**src/rtl/tc_pkg.sv**
```systemverilog
package tc_pkg;

    localparam int NUM_CH = 2;

    typedef enum logic [1:0] {
        CH_OFF   = 2'd0,
        CH_ARMED = 2'd1,
        CH_RUN   = 2'd2
    } ch_state_e;

    typedef struct packed {
        logic [1:0] rc_act;
        logic [1:0] ra_act;
        logic       wave;
        logic [2:0] src;
    } ch_mode_t;

    // per-channel offsets (low six address bits)
    localparam logic [5:0] OFS_CTRL = 6'h00;
    localparam logic [5:0] OFS_MODE = 6'h04;
    localparam logic [5:0] OFS_CV   = 6'h10;
    localparam logic [5:0] OFS_RA   = 6'h14;
    localparam logic [5:0] OFS_RB   = 6'h18;
    localparam logic [5:0] OFS_RC   = 6'h1C;
    localparam logic [5:0] OFS_SR   = 6'h20;
    localparam logic [5:0] OFS_IEN  = 6'h24;
    localparam logic [5:0] OFS_IDIS = 6'h28;

    // block-level addresses
    localparam logic [7:0] ADR_SYNC  = 8'hC0;
    localparam logic [7:0] ADR_XMUX  = 8'hC4;
    localparam logic [7:0] ADR_WPROT = 8'hE4;

    localparam logic [23:0] WP_KEY  = 24'h54494D;
    localparam logic [2:0]  SRC_SLOW = 3'd4;
    localparam logic [2:0]  SRC_XC1  = 3'd6;
    localparam logic [1:0]  XC1_FROM_CH0 = 2'd2;

    function automatic logic pin_action(input logic cur, input logic [1:0] act);
        logic r;
        unique case (act)
            2'd1:    r = 1'b1;
            2'd2:    r = 1'b0;
            2'd3:    r = ~cur;
            default: r = cur;
        endcase
        return r;
    endfunction

    function automatic logic [31:0] mode_word(input ch_mode_t m);
        logic [31:0] w;
        w        = '0;
        w[2:0]   = m.src;
        w[15]    = m.wave;
        w[17:16] = m.ra_act;
        w[19:18] = m.rc_act;
        return w;
    endfunction

endpackage

```
**src/rtl/tc_edge_sync.sv**
```systemverilog
module tc_edge_sync #(
    parameter int STAGES = 2
) (
    input  logic clk,
    input  logic rst_n,
    input  logic lvl_in,
    output logic rise
);

    localparam int LAST = STAGES - 1;

    logic [STAGES-1:0] chain;
    logic              held;

    generate
        if (STAGES == 1) begin : g_single
            always_ff @(posedge clk) begin
                if (!rst_n) chain <= '0;
                else        chain <= lvl_in;
            end
        end else begin : g_multi
            always_ff @(posedge clk) begin
                if (!rst_n) chain <= '0;
                else        chain <= {chain[STAGES-2:0], lvl_in};
            end
        end
    endgenerate

    always_ff @(posedge clk) begin
        if (!rst_n) held <= 1'b0;
        else        held <= chain[LAST];
    end

    assign rise = chain[LAST] & ~held;

endmodule

```
**src/rtl/tc_channel.sv**
```systemverilog
module tc_channel
    import tc_pkg::*;
#(
    parameter int CNT_W       = 32,
    parameter int SYNC_STAGES = 2
) (
    input  logic             clk,
    input  logic             rst_n,
    input  logic             src_slow,
    input  logic             src_xc1,
    input  logic             ctrl_wr,
    input  logic [2:0]       ctrl_bits,
    input  logic             sync_trg,
    input  logic             mode_wr,
    input  logic             ra_wr,
    input  logic             rb_wr,
    input  logic             rc_wr,
    input  logic             ien_wr,
    input  logic             idis_wr,
    input  logic             sr_rd,
    input  logic [31:0]      wdata,
    output logic [CNT_W-1:0] cnt_o,
    output logic [CNT_W-1:0] ra_o,
    output logic [CNT_W-1:0] rb_o,
    output logic [CNT_W-1:0] rc_o,
    output ch_mode_t         mode_o,
    output logic             ovf_o,
    output logic             mask_o,
    output logic             wave_o,
    output logic             irq_o,
    output logic             off_o,
    output logic             run_o
);

    ch_state_e st_q, st_d;

    logic en_cmd, dis_cmd, trg_cmd, restart;
    logic src_lvl, tick, step;
    logic [CNT_W-1:0] cnt_q, cnt_inc, ra_q, rb_q, rc_q;
    ch_mode_t mode_q;
    logic wave_q, wave_d, ovf_q, mask_q;

    assign en_cmd  = ctrl_wr & ctrl_bits[0];
    assign dis_cmd = ctrl_wr & ctrl_bits[1];
    assign trg_cmd = (ctrl_wr & ctrl_bits[2]) | sync_trg;

    // next-state logic of the channel control machine
    always_comb begin
        st_d = st_q;
        unique case (st_q)
            CH_OFF: begin
                if (en_cmd && !dis_cmd) st_d = trg_cmd ? CH_RUN : CH_ARMED;
            end
            CH_ARMED: begin
                if (dis_cmd)      st_d = CH_OFF;
                else if (trg_cmd) st_d = CH_RUN;
            end
            CH_RUN: begin
                if (dis_cmd) st_d = CH_OFF;
            end
            default: st_d = CH_OFF;
        endcase
    end

    // state register
    always_ff @(posedge clk) begin
        if (!rst_n) st_q <= CH_OFF;
        else        st_q <= st_d;
    end

    assign restart = trg_cmd && (st_d == CH_RUN);

    always_comb begin
        if (mode_q.src == SRC_SLOW)     src_lvl = src_slow;
        else if (mode_q.src == SRC_XC1) src_lvl = src_xc1;
        else                            src_lvl = 1'b0;
    end

    tc_edge_sync #(.STAGES(SYNC_STAGES)) u_sync (
        .clk    (clk),
        .rst_n  (rst_n),
        .lvl_in (src_lvl),
        .rise   (tick)
    );

    assign step    = (st_q == CH_RUN) && tick && !restart && !dis_cmd;
    assign cnt_inc = cnt_q + 1'b1;

    always_comb begin
        wave_d = wave_q;
        if (cnt_inc == ra_q) wave_d = pin_action(wave_d, mode_q.ra_act);
        if (cnt_inc == rc_q) wave_d = pin_action(wave_d, mode_q.rc_act);
    end

    // outputs and datapath driven by the machine
    always_ff @(posedge clk) begin
        if (!rst_n) begin
            cnt_q  <= '0;
            wave_q <= 1'b0;
            ra_q   <= '0;
            rb_q   <= '0;
            rc_q   <= '0;
            mode_q <= '0;
            ovf_q  <= 1'b0;
            mask_q <= 1'b0;
        end else begin
            if (restart) begin
                cnt_q  <= '0;
                wave_q <= 1'b0;
            end else if (step) begin
                cnt_q <= cnt_inc;
                if (mode_q.wave) wave_q <= wave_d;
            end
            if (mode_wr) begin
                mode_q.rc_act <= wdata[19:18];
                mode_q.ra_act <= wdata[17:16];
                mode_q.wave   <= wdata[15];
                mode_q.src    <= wdata[2:0];
            end
            if (ra_wr) ra_q <= wdata[CNT_W-1:0];
            if (rb_wr) rb_q <= wdata[CNT_W-1:0];
            if (rc_wr) rc_q <= wdata[CNT_W-1:0];
            if (step && (&cnt_q)) ovf_q <= 1'b1;
            else if (sr_rd)       ovf_q <= 1'b0;
            if (ien_wr && wdata[0])       mask_q <= 1'b1;
            else if (idis_wr && wdata[0]) mask_q <= 1'b0;
        end
    end

    assign cnt_o  = cnt_q;
    assign ra_o   = ra_q;
    assign rb_o   = rb_q;
    assign rc_o   = rc_q;
    assign mode_o = mode_q;
    assign ovf_o  = ovf_q;
    assign mask_o = mask_q;
    assign wave_o = wave_q;
    assign irq_o  = ovf_q & mask_q;
    assign off_o  = (st_q == CH_OFF);
    assign run_o  = (st_q == CH_RUN);

endmodule

```
**src/rtl/tc_cascade.sv**
```systemverilog
module tc_cascade
    import tc_pkg::*;
#(
    parameter int CNT_W       = 32,
    parameter int SYNC_STAGES = 2
) (
    input  logic        clk,
    input  logic        rst_n,
    input  logic        slow_clk_in,
    input  logic        bus_wr,
    input  logic        bus_rd,
    input  logic [7:0]  bus_addr,
    input  logic [31:0] bus_wdata,
    output logic [31:0] bus_rdata,
    output logic        irq
);

    logic [5:0] ofs;
    logic       wp_q;
    logic [1:0] xmux_q;
    logic       sync_go;

    logic [CNT_W-1:0] cnt_v [NUM_CH];
    logic [CNT_W-1:0] ra_v  [NUM_CH];
    logic [CNT_W-1:0] rb_v  [NUM_CH];
    logic [CNT_W-1:0] rc_v  [NUM_CH];
    logic [31:0]      mode_w[NUM_CH];
    ch_mode_t         mode_v[NUM_CH];
    logic [NUM_CH-1:0] wave_v, ovf_v, mask_v, irq_v, off_v, run_v, xc1_v;

    assign ofs     = bus_addr[5:0];
    assign sync_go = bus_wr && (bus_addr == ADR_SYNC) && bus_wdata[0];

    always_ff @(posedge clk) begin
        if (!rst_n) begin
            wp_q   <= 1'b0;
            xmux_q <= '0;
        end else if (bus_wr) begin
            if (bus_addr == ADR_WPROT && bus_wdata[31:8] == WP_KEY) wp_q <= bus_wdata[0];
            if (bus_addr == ADR_XMUX) xmux_q <= bus_wdata[3:2];
        end
    end

    generate
        for (genvar k = 0; k < NUM_CH; k++) begin : g_ch
            logic hit, cfg_ok;
            assign hit    = (bus_addr[7:6] == 2'(k));
            assign cfg_ok = bus_wr && hit && !wp_q;

            if (k == 1) begin : g_xc1_mux
                assign xc1_v[k] = (xmux_q == XC1_FROM_CH0) & wave_v[0];
            end else begin : g_xc1_tie
                assign xc1_v[k] = 1'b0;
            end

            tc_channel #(
                .CNT_W       (CNT_W),
                .SYNC_STAGES (SYNC_STAGES)
            ) u_chan (
                .clk       (clk),
                .rst_n     (rst_n),
                .src_slow  (slow_clk_in),
                .src_xc1   (xc1_v[k]),
                .ctrl_wr   (bus_wr && hit && ofs == OFS_CTRL),
                .ctrl_bits (bus_wdata[2:0]),
                .sync_trg  (sync_go),
                .mode_wr   (cfg_ok && ofs == OFS_MODE),
                .ra_wr     (cfg_ok && ofs == OFS_RA),
                .rb_wr     (cfg_ok && ofs == OFS_RB),
                .rc_wr     (cfg_ok && ofs == OFS_RC),
                .ien_wr    (bus_wr && hit && ofs == OFS_IEN),
                .idis_wr   (bus_wr && hit && ofs == OFS_IDIS),
                .sr_rd     (bus_rd && hit && ofs == OFS_SR),
                .wdata     (bus_wdata),
                .cnt_o     (cnt_v[k]),
                .ra_o      (ra_v[k]),
                .rb_o      (rb_v[k]),
                .rc_o      (rc_v[k]),
                .mode_o    (mode_v[k]),
                .ovf_o     (ovf_v[k]),
                .mask_o    (mask_v[k]),
                .wave_o    (wave_v[k]),
                .irq_o     (irq_v[k]),
                .off_o     (off_v[k]),
                .run_o     (run_v[k])
            );

            assign mode_w[k] = mode_word(mode_v[k]);
        end
    endgenerate

    always_comb begin
        bus_rdata = '0;
        for (int k = 0; k < NUM_CH; k++) begin
            if (bus_addr[7:6] == 2'(k)) begin
                case (ofs)
                    OFS_MODE: bus_rdata = mode_w[k];
                    OFS_CV:   bus_rdata[CNT_W-1:0] = cnt_v[k];
                    OFS_RA:   bus_rdata[CNT_W-1:0] = ra_v[k];
                    OFS_RB:   bus_rdata[CNT_W-1:0] = rb_v[k];
                    OFS_RC:   bus_rdata[CNT_W-1:0] = rc_v[k];
                    OFS_SR:   bus_rdata[0] = ovf_v[k];
                    default:  bus_rdata = '0;
                endcase
            end
        end
        if (bus_addr == ADR_XMUX)  bus_rdata[3:2] = xmux_q;
        if (bus_addr == ADR_WPROT) bus_rdata[0]   = wp_q;
    end

    assign irq = |irq_v;

endmodule

```
**config.mk**
```make
export PLATFORM = sky130hd
export DESIGN_NAME = tc_cascade
export DESIGN_NICKNAME = d
export VERILOG_FILES = /design/src/rtl/tc_pkg.sv /design/src/rtl/tc_edge_sync.sv /design/src/rtl/tc_channel.sv /design/src/rtl/tc_cascade.sv
export SDC_FILE = /design/constraint.sdc
export NUM_CORES = 1
export LEC_CHECK = 0
export BUFFER_PORTS_ARGS = -buffer_cell sky130_fd_sc_hd__buf_2
export CAP_MARGIN = 20
export CORE_MARGIN = 2
export CORE_UTILIZATION = 40
export DETAILED_ROUTE_END_ITERATION = 12
export GPL_ROUTABILITY_DRIVEN = 0
export PLACE_DENSITY_LB_ADDON = 0.12
export SETUP_SLACK_MARGIN = 0.5
export SLEW_MARGIN = 20
export SYNTH_ARGS = -nofsm -noshare
export SYNTH_HDL_FRONTEND = slang
export SYNTH_SLANG_ARGS = --single-unit
```
**constraint.sdc**
```tcl
create_clock -name clk -period 4.9 [get_ports clk]
set_input_delay 0.98 -clock clk [delete_from_list [all_inputs] [get_ports clk]]
set_output_delay 0.98 -clock clk [all_outputs]
set_load 0.02 [all_outputs]
```
Yosys cells after proc, flatten, opt, wreduce, memory -nomap -nowiden. Index checks and enable logic that the tools add are counted. Widths: inputs -> output; s select.

Bitwise operators: 18. Equal/unequal tests: 31. $mul: 0. Reductions and logical operators: 63. Add/sub/neg operators: 2. Muxes and demuxes: 34. $lt $le $gt $ge: 0. Shift-type cells: 0. Div/mod/pow operators: 0.

Operators by type and width (count): $pmux 31 s6 (1); $pmux 31 s5 (1); $add 32x1->32 const B (2); $eq 32x32->1 (2); $mux 32 (2); $reduce_and 32->1 (2); $logic_and 1x1->1 (41); $eq 24x23->1 const B (1); $eq 6x5->1 const B (4); $eq 8x8->1 const B (3); $mux 2 (11); $eq 2x2->1 const B (9); $eq 6x6->1 const B (3); $mux 1 (13); $pmux 1 s6 (2); $pmux 2 s3 (2); $and 1x1->1 (11); $eq 2x1->1 const B (5); $eq 3x3->1 const B (3); $reduce_and 2->1 (4); $reduce_bool 2->1 (4); $eq 6x3->1 const B (1); $logic_not 2->1 (3); $logic_not 6->1 (1); other kinds (5) (17).

Logic and storage cells: 178. Memory bits (read-only): 0. Output and inout port bits: 33. Memories kept: 0. Memory bits (writable): 0. Flip-flop bits (word level): 290. Latch bits: 0. Input bits: 45.

Logic depth before layout (Yosys ltp). Gate-level depths: netlist of the first run.

Word-level depth: 15. Gate-level depth with buffers: 12. Gate-level depth less buffers: 10.

Modules after synthesis. From an unflattened synthesis of the first run, not the netlist that was laid out.

Cell total of the unflattened synthesis: 2167. Area total of the unflattened synthesis: 18078.6 um2.

By module, submodules not included: tc_channel at g_ch[1].u_chan (area each 7996.4 um2, cells each 923, seq. area each 2822.7 um2, instances 1); tc_channel at g_ch[0].u_chan (area each 7488.4 um2, cells each 863, seq. area each 2822.7 um2, instances 1); tc_cascade (area each 2408.6 um2, cells each 367, seq. area each 60.1 um2, instances 1); tc_edge_sync (area each 92.6 um2, cells each 7, seq. area each 60.1 um2, instances 2).

Worst setup path before layout of the first run. Ideal clock, no wire load.

Path type: input to output. Start point: input bus_addr[1]. End point: output bus_rdata[21]. Stages on the path: 9. Path slack: 0.851 ns. Arrival time: 3.069 ns. Buffers on the path: 4. Required time: 3.920 ns. Path through: nor3_1 > and2_1 > clkbuf_1 > and3_1 > clkbuf_1 > clkbuf_1 > clkbuf_1 > a221oi_1 > o22ai_1.

Longest elaborated chain between the ends: 5. Elaborated cells between the ends (all ways): 10. Those cells by class: eq/ne (6); mux (4).

Ends and longest elaborated chain: from (decl) (RTL line tc_cascade.sv:12) `input logic [7:0] bus_addr,`; $eq 6x5->1 or $eq 6x3->1 (tied branches) (RTL line tc_cascade.sv:96) `case (ofs)`; $pmux 31 s5 (RTL line tc_cascade.sv:96); $mux 32 (RTL line tc_cascade.sv:95) `if (bus_addr[7:6] == 2'(k)) begin`; $pmux 31 s6 (RTL line tc_cascade.sv:96); $mux 32 (*) (RTL line tc_cascade.sv:95); to (decl) (RTL line tc_cascade.sv:14) `output logic [31:0] bus_rdata,`.

Mark *: on every way between the ends. The rest lies on a longest branch, timed or not.

Worst setup path in the final report of the first run.
Start point: input bus_addr[1]. End point: output bus_rdata[11].

The elaborated chain is that of the path after synthesis.

==> summary by stage, run 1 <==
Worst setup path
The category of the worst setup path capture point is a primary output. By startpoint and endpoint, the worst setup path is classified as in2out. The critical path crosses 9 cells after its start point. In this run the critical register-to-register path is captured at g_ch[0].u_chan.wave_o.

In this design, the critical path's most frequently occurring cell is buf_2. The kind of cell with the highest combined delay along the critical path is simple AND/OR/NAND/NOR gates. The number of buffers and inverters on the critical path is 4. The category of the worst setup path launch point is an input pin.

The maximum fanout encountered on the critical timing path is 45. The data arrival time at the worst-slack endpoint is between 3 and 4 ns. The cell at the slowest stage of the critical path is nor3_1.

The setup slack of the most critical reg-to-reg path is roughly 0.75 ns. The longest individual stage delay on the worst path is between 0.4 and 0.5 ns. The required time at the worst-slack endpoint is between 3 and 4 ns. The destination of the critical timing path is bus_rdata[11]. The critical path goes through buf_2 -> nor3_1 -> and2_1 -> buf_4 -> and3_2 -> buf_12 -> a221oi_1 -> o22ai_1 -> buf_2. The critical register-to-register path startpoint is g_ch[0].u_chan.cnt_o[0].

The number of cell instances on the worst register-to-register path is 10. In this run the worst setup path begins at bus_addr[1].

Placement
The detailed-placement wirelength estimate is around 40,000 microns. The post-placement worst setup slack is 0.746 ns. During placement, the flow inserted port buffers numbering 77.

Flow run
The tool flagged a number of max-cap violations equal to 0.

Layout
The library cell used most frequently in the layout, excluding fill and tap cells, is nand2_1. The number of antenna diodes in the final layout is 0. The final layout contains slightly above 2,000 nets. The multi-input combinational cell area is 0.00928 sq mm. The footprint of the flip-flops and latches is ~0.0058 sq mm. The layout-stage area growth over the synthesis result is 12.7%. The proportion of layout cells with a drive suffix above 1 is 0.105. The final core area utilization is 0.460.

In the layout the commonest cells are nand2_1, dfxtp_1, a21boi_0. The count of filler cells inserted in the layout is 3,836.

Route
The post-detailed-route wirelength per cell is ~22 microns. After detailed routing, the number of vias per cell comes to ~5.8. The first-pass detailed-route iteration total is 6. The detailed router finished its first iteration with ~1,200 violations. The number of DRC violations after detailed routing is 0. The routed layout has ~15,000 vias. The final layout contains routed wiring with a total length of 56,000 microns. The detail route stage leaves a number of antenna-violating nets equal to 0.

Synthesis
Synthesis handed over a netlist of between 1,500 and 2,000 instances. The share of the Yosys chip area taken by registers is 0.367. After synthesis the cells add up to roughly 0.016 sq mm.

The total of flip-flops plus latches after synthesis is between 200 and 300. The fraction of registers with async set or reset after synthesis is 0. The net count of the mapped netlist is 2,032. Averaged over all synthesized cells, the footprint is between 7 and 8 sq um.

The number of flops mapped to enable cells by yosys is 0. Synthesis instantiated 80 different standard cells from the library. The count of warnings emitted by yosys is 0. The most frequently used flop master after synthesis is dfxtp_1.

Floorplanning
The standard cell core area is about 0.039 sq mm. The total number of placement rows is 72. The number of I/O pins is between 70 and 80. The die area is between 0.04 and 0.05 sq mm. The initial standard-cell utilization of the core is 0.408. The overall die width is 203 microns.

Measured along the y axis, the die boundary spans roughly 200 microns.

Timing
Setup violations remaining at the end of the flow were counted as 0. Measured against its own limit, the worst slew margin works out to 0.404. The post-route setup TNS is 0 ns. Across the routed clock network, the largest skew measured is around 0.01 ns.

The fmax is about 0.24 GHz. The ratio of final minimum period to clock period is 0.865. Setup repair after global routing left no endpoint under its margin. The clock period could shrink to about 4.2 ns. The number of hold violations in the final report is 0. The worst setup slack after layout is 0.661 ns.

The worst hold margin is around 0.43 ns. The final number of max-transition violations is 0. The actual slew at the worst max-slew pin is between 0.8 and 0.9 ns.

Power and ir drop
The share of total power dissipated in the clock network is 0.524. The fraction of power spent switching nets is 0.228. The power after layout is 5.37 mW. Summed over all nets, the switching power comes to 1.22 mW. Of the total power, registers draw 0.440. VDD sags by at most 0.240 mV. The ratio of total power to cell area is 301 mW/mm^2. The internal portion of the total power is between 4 and 5 mW. The share of total power dissipated in combinational logic is 0.036. The leakage power of the design is around 5.9 nW.

Run status
The flow ran to the end, and the final reports show no timing, DRC or antenna violations.

Clocking
The CTS tree is done. Clock tree synthesis inserted a total of 36 buffers. The tree is rooted in a clkbuf_16. The longest clock path from root to sink contains 3 buffers.

The number of H-tree branching levels is 2. Counting every sink on the clock net gives 290. Hold repair after CTS inserted 0 buffers.

The clock transition at the registers of the reported paths is roughly 0.05 ns. The clock latency reported for the late side of the worst-skew pair is roughly 0.56 ns. The number of buffers inserted to repair setup after CTS is 0.

Min path
In this run the worst hold path is classified as reg2reg. Counting instances, the worst hold path has a depth of 1.

Global route
The global-route wire length before repair is about 85,000 microns. The largest net degree at the start of global routing is between 90 and 100. The via count of the first global-routing pass is ~14,000.

The initial antenna violation count was 1. The global-route total usage across every layer is 0.269. For this run the aggregate overflow at the end of global routing stands at 0.
-- layer usage --
metal | vias to the layer above | global-route usage | part of all wire | wire (microns)
li1 | 6985 | - | - | -
met5 | - | 0 | 0 | 0
met1 | 7067 | 0.381 | 0.46 | 25800
met4 | 0 | 0.0899 | 0.033 | 1850
met3 | 110 | 0.0462 | 0.069 | 3850
met2 | 568 | 0.411 | 0.44 | 24500
-- cell usage after synthesis, types with 23 or more instances --
library cell | count | area (sq um)
nor2_1 | 111 | 417
xnor2_1 | 71 | 622
o22ai_1 | 33 | 206
xor2_1 | 51 | 447
dfxtp_1 | 290 | 5810
o21ai_0 | 31 | 155
nand4_1 | 28 | 175
nand3_1 | 54 | 270
a21oi_1 | 23 | 115
a22o_1 | 49 | 429
nand2_1 | 484 | 1820
and2_1 | 23 | 144
a21boi_0 | 213 | 1600
clkbuf_1 | 136 | 510
and3_1 | 23 | 144
a221oi_1 | 57 | 499
-- what timing repair did --
item                                    CTS  global route
endpoints found under the hold margin     0             0
gates resized for setup                   0             1
endpoints found under the setup margin    0             1
-- metrics by stage --
step | std cells | instance area (sq um)
2_1_floorplan | 1985 | 15800
3_3_place_gp | 2459 | 16600
3_5_place_dp | 2459 | 16600
4_1_cts | 2520 | 17800
5_1_grt | 2520 | 17800
6_report | 2520 | 17800
-- flip-flops by register name, summed over array words and instances (netlist names), 2 cells and up --
signal and flops:
g_ch.u_chan.u_sync.held 2, g_ch.u_chan.st_q 4, xmux_q 2, g_ch.u_chan.rc_o 64
g_ch.u_chan.ovf_o 2, g_ch.u_chan.cnt_o 64, g_ch.u_chan.mode_o 16, g_ch.u_chan.u_sync.chain 4
g_ch.u_chan.mask_o 2, g_ch.u_chan.rb_o 64, g_ch.u_chan.ra_o 64
-- how the worst min path moves through the flow --
stage / startpoint / to / slack, ns
3_5_place_dp: g_ch[1].u_chan.u_sync.chain[0] / g_ch[1].u_chan.u_sync.chain[1] / 0.42
3_3_place_gp: g_ch[0].u_chan.u_sync.chain[0] / g_ch[0].u_chan.u_sync.chain[1] / 0.42
5_1_grt: g_ch[1].u_chan.u_sync.chain[0] / g_ch[1].u_chan.u_sync.chain[1] / 0.45
2_1_floorplan: g_ch[0].u_chan.mode_o[0] / g_ch[0].u_chan.u_sync.chain[0] / 0.41
6_report: g_ch[1].u_chan.u_sync.chain[0] / g_ch[1].u_chan.u_sync.chain[1] / 0.43
4_1_cts: g_ch[1].u_chan.u_sync.chain[0] / g_ch[1].u_chan.u_sync.chain[1] / 0.44
-- cell families after synthesis --
kind of cell | after synthesis | synth area share
AO/OA/AOI/OAI | 490 | 0.233
XOR/XNOR | 127 | 0.0747
adder cells (fa/ha/maj) | 2 | 0.00158
buffers and inverters | 184 | 0.0481
flip-flops | 290 | 0.367
multiplexers | 25 | 0.0209
AND/OR/NAND/NOR | 867 | 0.255
-- cell type report --
cell class,count,area share
multi-input combinational,1511,0.520
sequential,290,0.325
clock buffer,55,0.0624
timing repair buffer,121,0.0444
tap,518,0.0363
clock inverter,6,0.00757
inverter,19,0.00400
-- power by group through the flow --
stage / combinational, mW / sequential (mW) / clock (mW)
2_1_floorplan: 0.0945 / 2.41 / 0
3_3_place_gp: 0.189 / 2.41 / 0
3_5_place_dp: 0.189 / 2.41 / 0
4_1_cts: 0.189 / 2.36 / 2.86
5_1_grt: 0.203 / 2.36 / 2.96
6_report: 0.193 / 2.36 / 2.82
Note: power is estimated with default switching activity, not from simulation.
==> run 2, diff against run 1 <==
--- a/config.mk
+++ b/config.mk
@@ -5,13 +5,13 @@
 export SDC_FILE = /design/constraint.sdc
 export NUM_CORES = 1
 export LEC_CHECK = 0
-export BUFFER_PORTS_ARGS = -buffer_cell sky130_fd_sc_hd__buf_2
-export CAP_MARGIN = 20
+export CAP_MARGIN = 40
 export CORE_MARGIN = 2
 export CORE_UTILIZATION = 40
 export DETAILED_ROUTE_END_ITERATION = 12
+export DONT_BUFFER_PORTS = 1
 export GPL_ROUTABILITY_DRIVEN = 0
-export PLACE_DENSITY_LB_ADDON = 0.12
+export PLACE_DENSITY = 0.55
 export SETUP_SLACK_MARGIN = 0.5
 export SLEW_MARGIN = 20
 export SYNTH_ARGS = -nofsm -noshare
==> run 2 against run 1 <==
  * Critical path depth grew 2
  * Via count fell by 1.1%
  * Cell count is 2.1% lower
  * Worst hold slack improved by 0.0068 ns
  * Count of clock-buffer cells in the layout down 4
  * Flip-flop and latch count unchanged
  * Combinational power is 56% lower
  * First-iteration DRC count is 4.9% higher
  * Critical endpoint is now g_ch[0].u_chan.wave_o
==> summary by stage, run 2 (same netlist as run 1, synthesis figures left out) <==
Run status
Result of the run: finished clean (unchanged).

Timing
The worst hold margin is 0.438 ns (was 0.431 ns). The final-report setup violation count is 0 (unchanged). The post-route setup TNS is 0 ns (unchanged). RSZ-0062 raised after global routing: false (unchanged). The post-route minimum period is 4.24 ns (about the same). The worst clock skew is 0.00793 ns (was 0.00992 ns).

The final number of max-transition violations came to 0 (unchanged). The fmax is 0.236 GHz (about the same). The number of hold violations in the final report was 0 (unchanged). The relative slew slack is 0.404 (about the same). The worst setup slack after layout was 0.661 ns (about the same). The actual slew at the worst max-slew pin is 0.889 ns (was 0.893 ns). The ratio of final minimum period to clock period is 0.865 (about the same).

Placement
The number of buffers inserted by port buffering is 0 (was 77). The post-placement worst setup slack is 0.743 ns (was 0.746 ns). The number of placed cells counting well taps is 2,410 (was 2,459). The detailed-placement wirelength estimate is 38,800 microns (was 40,200 microns). The post-detailed-placement cell area came to 0.0164 sq mm (was 0.0166 sq mm).

Layout
Leading cell types in the layout, fill and taps excluded: nand2_1, dfxtp_1, a21boi_0 (unchanged). The count of filler cells inserted in the layout is 3,904 (was 3,836). The proportion of layout cells with a drive suffix above 1 is 0.0775 (was 0.105).

The antenna cell count is 0 (unchanged). The number of standard cells in the layout, taps in and fillers out is 2,466 (was 2,520). The footprint of the flip-flops and latches was 0.00581 sq mm (unchanged). The layout-stage area growth over the synthesis result was 10.1% (was 12.7%).

The area of all placed cells without fillers is 0.0174 sq mm (was 0.0178 sq mm). The multi-input combinational cell area is 0.00929 sq mm (was 0.00928 sq mm). The most common cell after layout, fill and taps aside is nand2_1 (unchanged). The final core area utilization is 0.449 (was 0.460).

The number of nets in the final layout is 1,975 (was 2,026).

Global route
The total congestion overflow after global routing is 0 (unchanged). The largest net degree at the start of global routing is 227 (was 91). The via count of the first global-routing pass is 13,500 (was 13,800).

The global-route total usage across every layer is 0.263 (was 0.269). The initial antenna violation count was 0 (was 1). The global-route wire length before repair is 84,200 microns (was 85,500 microns).

Route
The number of DRC violations after detailed routing is 0 (unchanged). The total number of vias is 14,600 (was 14,700). The detail-routed via count per cell came to 5.91 (was 5.85). The count of antenna-violating nets left after detailed routing is 0 (unchanged). The post-detailed-route wirelength per cell is 22.3 microns (was 22.2 microns).

The first-pass detailed-route iteration total was 6 (unchanged). The final wirelength was 55,000 microns (was 56,000 microns). The first-iteration detailed-routing DRC count is 1,260 (was 1,201).

Power and ir drop
The maximum vdd ir drop came to 0.225 mV (was 0.240 mV). The leakage power of the design is 5.57 nW (was 5.89 nW). The power after layout is 4.88 mW (was 5.37 mW). The ratio of total power to cell area is 280 mW/mm^2 (was 301 mW/mm^2).

Worst setup path
The required time at the worst-slack endpoint is 5.30 ns (was 3.92 ns). The data arrival time at the worst-slack endpoint is 4.64 ns (was 3.26 ns). The category of the most critical setup path is reg2reg (was in2out). The number of cell instances on the worst register-to-register path is 11 (was 10). The category of the worst setup path launch point is a flop (was input pin). The category of the worst setup path capture point is a flop (was primary output). The maximum fanout encountered on the critical timing path was 10 (was 45).

Clocking
The clock transition at the registers of the reported paths is 0.06 ns (was 0.05 ns). The clock latency reported for the late side of the worst-skew pair is 0.52 ns (was 0.56 ns). The number of buffers between clock root and the deepest sink is 3 (unchanged). The CTS tree is done (unchanged). The number of buffers inserted during clock tree synthesis is 34 (was 36). The number of H-tree branching levels is 2 (unchanged). The clock tree root driver cell is clkbuf_16 (unchanged).

The clock net sink count came to 290 (unchanged).

Floorplanning
The die extent in y was 203 microns (unchanged). The total number of placement rows was 72 (unchanged). The overall die width is 203 microns (unchanged). The number of I/O pins is 78 (unchanged). The initial standard-cell utilization of the core is 0.408 (unchanged). The die area is 0.0412 sq mm (unchanged). The standard cell core area is 0.0388 sq mm (unchanged).

Min path
The type of the worst min-delay path is reg2reg (unchanged). The number of stages on the worst hold path was 1 (unchanged).

Flow run
The number of max-cap violations was 0 (unchanged).
==> run 2: path summary, 6_finish.rpt <==
check | slack [ns] | startpoint | end
hold reg to reg | 0.44 | g_ch[0].u_chan.u_sync.chain[0] | g_ch[0].u_chan.u_sync.chain[1]
hold / removal | 0.44 | g_ch[0].u_chan.u_sync.chain[0] | g_ch[0].u_chan.u_sync.chain[1]
setup reg to reg | 0.66 | g_ch[0].u_chan.cnt_o[0] | g_ch[0].u_chan.wave_o
setup / recovery | 0.66 | g_ch[0].u_chan.cnt_o[0] | g_ch[0].u_chan.wave_o
==> run 2: critical path, cell delays in order, from the launching register on <==
cell       delay [ns]
dfxtp_1          0.63
ha_1             0.46
nand3_1          0.27
buf_4            0.28
nor2_1           0.21
o2111ai_1        0.14
a2111oi_0        0.71
nand4_1          0.13
or4_1            0.62
o31a_1           0.34
o31ai_1          0.26
a31oi_1          0.06
==> run 2: power by group <==
part | switching (mW) | total [mW] | internal, mW | leakage [nW]
clock network | 1.01 | 2.44 | 1.42 | 0.501
registers | 0.00196 | 2.36 | 2.36 | 2.33
logic | 0.0426 | 0.0840 | 0.0414 | 2.74
==> run 2: cell type report <==
class | instances | area share
well taps | 518 | 0.0372
flip-flops and latches | 290 | 0.333
clock inverters | 5 | 0.00323
clock buffers | 51 | 0.0560
repair buffers | 72 | 0.0339
multi-input cells | 1511 | 0.533
inverters | 19 | 0.00409
==> run 2: layer usage <==
| layer | up-vias | GRT usage | routed length [microns] |
|---|---|---|---|
| met3 | 77 | 0.0392 | 3770 |
| li1 | 6871 | - | - |
| met4 | 0 | 0.0660 | 1260 |
| met2 | 563 | 0.421 | 25100 |
| met5 | - | 0 | 0 |
| met1 | 7059 | 0.371 | 24900 |
==> run 2: repair_timing <==
item | in CTS | in global routing
gates resized for setup | 0 | 2
hold buffers | 0 | 0
setup endpoints to repair | 0 | 1
buffers inserted | 0 | 0
==> run 3, diff against run 2 <==
--- a/config.mk
+++ b/config.mk
@@ -5,6 +5,7 @@
 export SDC_FILE = /design/constraint.sdc
 export NUM_CORES = 1
 export LEC_CHECK = 0
+export ABC_AREA = 1
 export CAP_MARGIN = 40
 export CORE_MARGIN = 2
 export CORE_UTILIZATION = 40
==> run 3 against run 2 <==
  * Fmax rose by 6.7%
  * Non-clock buffer count fell by 5
  * Flip-flop and latch count did not move
  * Critical path depth fell by 1
  * Combinational power rose by 26%
  * Critical path type is now in2out
  * Wire length rose by 7.5%
  * First-iteration DRC count rose by 41%
  * Synthesized cell count rose by 11%
  * Setup slack improved by 0.27 ns
  * Die area fell by 5.0%
  * Clock skew rose by 0.018 ns
==> summary by stage, run 3 <==
Placement
The number of placed cells counting well taps was 2,630 (was 2,410). The number of buffers inserted by port buffering is 0 (unchanged). The detailed-placement wirelength estimate is 41,700 microns (was 38,800 microns).

Clocking
The CTS tree is done (unchanged). The number of H-tree branching levels is 2 (unchanged). The cts-stage hold buffer count is 0 (unchanged). The clock net sink count was 290 (unchanged). The number of buffers inserted to repair setup after CTS is 0 (unchanged).

The number of buffers between clock root and the deepest sink is 3 (unchanged). The number of buffers inserted during clock tree synthesis was 35 (was 34). The clock transition at the registers of the reported paths is 0.05 ns (was 0.06 ns). The number of gates resized after cts is 0 (unchanged). The clock latency reported for the late side of the worst-skew pair is 0.54 ns (was 0.52 ns). The clock tree root driver cell is clkbuf_16 (unchanged).

Synthesis
The most frequently used flop master after synthesis is dfxtp_1 (unchanged). The number of instances in the synthesized netlist is 2,210 (was 1,985). The total of flip-flops plus latches after synthesis is 290 (unchanged). The net count of the mapped netlist is 2,257 (was 2,032). The fraction of registers with async set or reset after synthesis is 0 (unchanged). Top cells by area, synth: dfxtp_1, nand2_1, o21ai_0 (was dfxtp_1, nand2_1, a21boi_0). List of most frequent post-synthesis cells: nand2_1, dfxtp_1, nor2_1 (was nand2_1, dfxtp_1, a21boi_0). The average cell area after synthesis is 6.80 sq um (was 7.98 sq um). The synthesized cell area is 0.0150 sq mm (was 0.0158 sq mm). The fraction of the yosys area taken by sequential cells is 0.387 (was 0.367). The share of the synthesized area in the top cell type is 0.387 (was 0.367).

The number of flops mapped to enable cells by yosys is 0 (unchanged). The most common cell in the synthesized netlist is nand2_1 (unchanged). The cell accounting for the most synthesized area was dfxtp_1 (unchanged). The count of warnings emitted by yosys is 0 (unchanged). The number of unique standard cell types used by synthesis came to 46 (was 80).

Worst setup path
The category of the most critical setup path was in2out (was reg2reg). The data arrival time at the worst-slack endpoint is 2.99 ns (was 4.64 ns). The endpoint of the most critical register-to-register path is g_ch[0].u_chan.wave_o (unchanged). The category of the worst setup path launch point is an input pin (was flop). The critical register-to-register path startpoint is g_ch[0].u_chan.cnt_o[0] (unchanged). The required time at the worst-slack endpoint is 3.92 ns (was 5.30 ns).

The number of cell instances on the worst register-to-register path is 17 (was 11). The maximum fanout encountered on the critical timing path was 14 (was 10). The setup slack of the most critical reg-to-reg path came to 1.92 ns (was 0.66 ns). The critical path launch point is bus_addr[4] (was g_ch[0].u_chan.cnt_o[0]). The category of the worst setup path capture point is a primary output (was flop).

Timing
The worst clock skew is 0.0262 ns (was 0.00793 ns). The relative slew slack is 0.403 (was 0.404). The final number of max-transition violations is 0 (unchanged). The actual slew at the worst max-slew pin is 0.888 ns (was 0.889 ns). The fmax is 0.252 GHz (was 0.236 GHz).

The post-route setup TNS is 0 ns (unchanged). The final-report setup violation count was 0 (unchanged). The worst hold margin came to 0.409 ns (was 0.438 ns). The post-route minimum period is 3.97 ns (was 4.24 ns).

The ratio of final minimum period to clock period was 0.811 (was 0.865). RSZ-0062 raised after global routing: false (unchanged). The number of hold violations in the final report is 0 (unchanged).

Route
The first-iteration detailed-routing DRC count came to 1,779 (was 1,260). The total number of vias came to 15,700 (was 14,600). The post-detailed-route wirelength per cell is 22.0 microns (was 22.3 microns).

The first-pass detailed-route iteration total came to 5 (was 6). The final wirelength came to 59,100 microns (was 55,000 microns). The number of DRC violations after detailed routing is 0 (unchanged). The detail-routed via count per cell came to 5.85 (was 5.91).

The count of antenna-violating nets left after detailed routing was 0 (unchanged).

Run status
Result of the run: finished clean (unchanged).

Min path
The number of stages on the worst hold path is 2 (was 1). The destination of the worst hold path is g_ch[1].u_chan.u_sync.chain[1] (was g_ch[0].u_chan.u_sync.chain[1]). The launch point of the worst hold path was g_ch[1].u_chan.u_sync.chain[0] (was g_ch[0].u_chan.u_sync.chain[0]). The type of the worst min-delay path was reg2reg (unchanged).

Layout
The number of nets in the final layout is 2,246 (was 1,975). Leading cell types in the layout, fill and taps excluded: nand2_1, dfxtp_1, nor2_1 (was nand2_1, dfxtp_1, a21boi_0). The layout-stage area growth over the synthesis result came to 12.2% (was 10.1%). The antenna cell count is 0 (unchanged). The number of standard cells in the layout, taps in and fillers out came to 2,685 (was 2,466).

The count of filler cells inserted in the layout is 3,834 (was 3,904). The final core area utilization is 0.458 (was 0.449). The proportion of layout cells with a drive suffix above 1 was 0.0803 (was 0.0775).

The most common cell after layout, fill and taps aside is nand2_1 (unchanged). The multi-input combinational cell area is 0.00800 sq mm (was 0.00929 sq mm). The footprint of the flip-flops and latches is 0.00581 sq mm (unchanged).

Floorplanning
The overall die width is 198 microns (was 203 microns). The die area is 0.0391 sq mm (was 0.0412 sq mm). The die extent in y is 198 microns (was 203 microns). The initial standard-cell utilization of the core is 0.408 (about the same). The total number of placement rows is 70 (was 72). The number of I/O pins is 78 (unchanged). The standard cell core area was 0.0368 sq mm (was 0.0388 sq mm).

Global route
The initial antenna violation count came to 1 (was 0). The via count of the first global-routing pass is 14,400 (was 13,500). The global-route total usage across every layer is 0.301 (was 0.263). The total congestion overflow after global routing is 0 (unchanged). The global-route wire length before repair is 88,900 microns (was 84,200 microns). The largest net degree at the start of global routing is 220 (was 227).

Power and ir drop
The ratio of total power to cell area was 295 mW/mm^2 (was 280 mW/mm^2). The leakage power of the design is 6.28 nW (was 5.57 nW). The maximum vdd ir drop was 0.200 mV (was 0.225 mV).

Flow run
The number of max-cap violations was 0 (unchanged).
-- run 3: cell count changes in the layout (fill, tap and decap cells not counted), sizes merged, moves of 91 or more --
cell	previous run	this run
a21boi	213	1
o21ai	32	243
nor2	111	276
nand3	57	148
a21oi	23	212
inv	20	204
-- run 3: worst max-delay path, cell delays in order --
cell      delay [ns]
inv_1           0.05
nor2_1          0.05
inv_1           0.14
nor2_2          0.07
inv_1           0.52
buf_4           0.30
o21ai_0         0.09
a221oi_1        0.42
o22ai_1         0.16
buf_4           0.19
-- run 3: kinds of logic after synthesis --
family / Yosys count / synth area share
and+or+nand+nor: 940 / 0.273
AOI/OAI and AO/OA: 615 / 0.232
buffers and inverters: 325 / 0.0840
DFF: 290 / 0.387
xor gates and xnor gates: 38 / 0.0232
adders and majority gates: 2 / 0.00167
-- run 3: worst max path at each step --
stage | slack (ns) | endpoint | depth (start not counted)
final | 0.93 | bus_rdata[23] | 10
after CTS | 0.99 | bus_rdata[23] | 10
after floorplan | 1.22 | bus_rdata[18] | 9
after detailed placement | 1.00 | bus_rdata[23] | 10
after global routing | 0.86 | bus_rdata[23] | 10
after global placement | 1.05 | bus_rdata[18] | 10
-- run 3: layout make-up --
cell class | instances | share of cell area
Clock inverter | 7 | 0.00386
Timing Repair Buffer | 67 | 0.0365
Sequential cell | 290 | 0.344
Tap cell | 468 | 0.0347
Inverter | 210 | 0.0468
Multi-Input combinational cell | 1595 | 0.475
Clock buffer | 48 | 0.0592
-- run 3: routing by layer --
layer  global-route usage  routed length, microns  vias to the layer above
li1                     -                       -                     7455
met1                0.414                   25600                     7423
met2                0.476                   26500                      739
met3               0.0475                    4890                      101
met4                0.107                    2040                        0
met5                    0                       0                        -
-- run 3: power by group --
part / total, mW / switching, mW / internal, mW
Sequential: 2.36 / 0.00248 / 2.36
Clock: 2.50 / 1.03 / 1.46
Combinational: 0.106 / 0.0832 / 0.0232
Total: 4.97 / 1.12 / 3.85
-- run 3: per-stage QoR --
stage / worst slack (ns) / power [mW] / instance area, sq um
floorplan: 1.22 / 2.50 / 15000
detailed placement: 1.00 / 2.52 / 15800
finish: 0.928 / 4.97 / 16900
CTS: 0.994 / 4.99 / 16900
global route: 0.855 / 5.10 / 16900
global placement: 1.05 / 2.52 / 15700
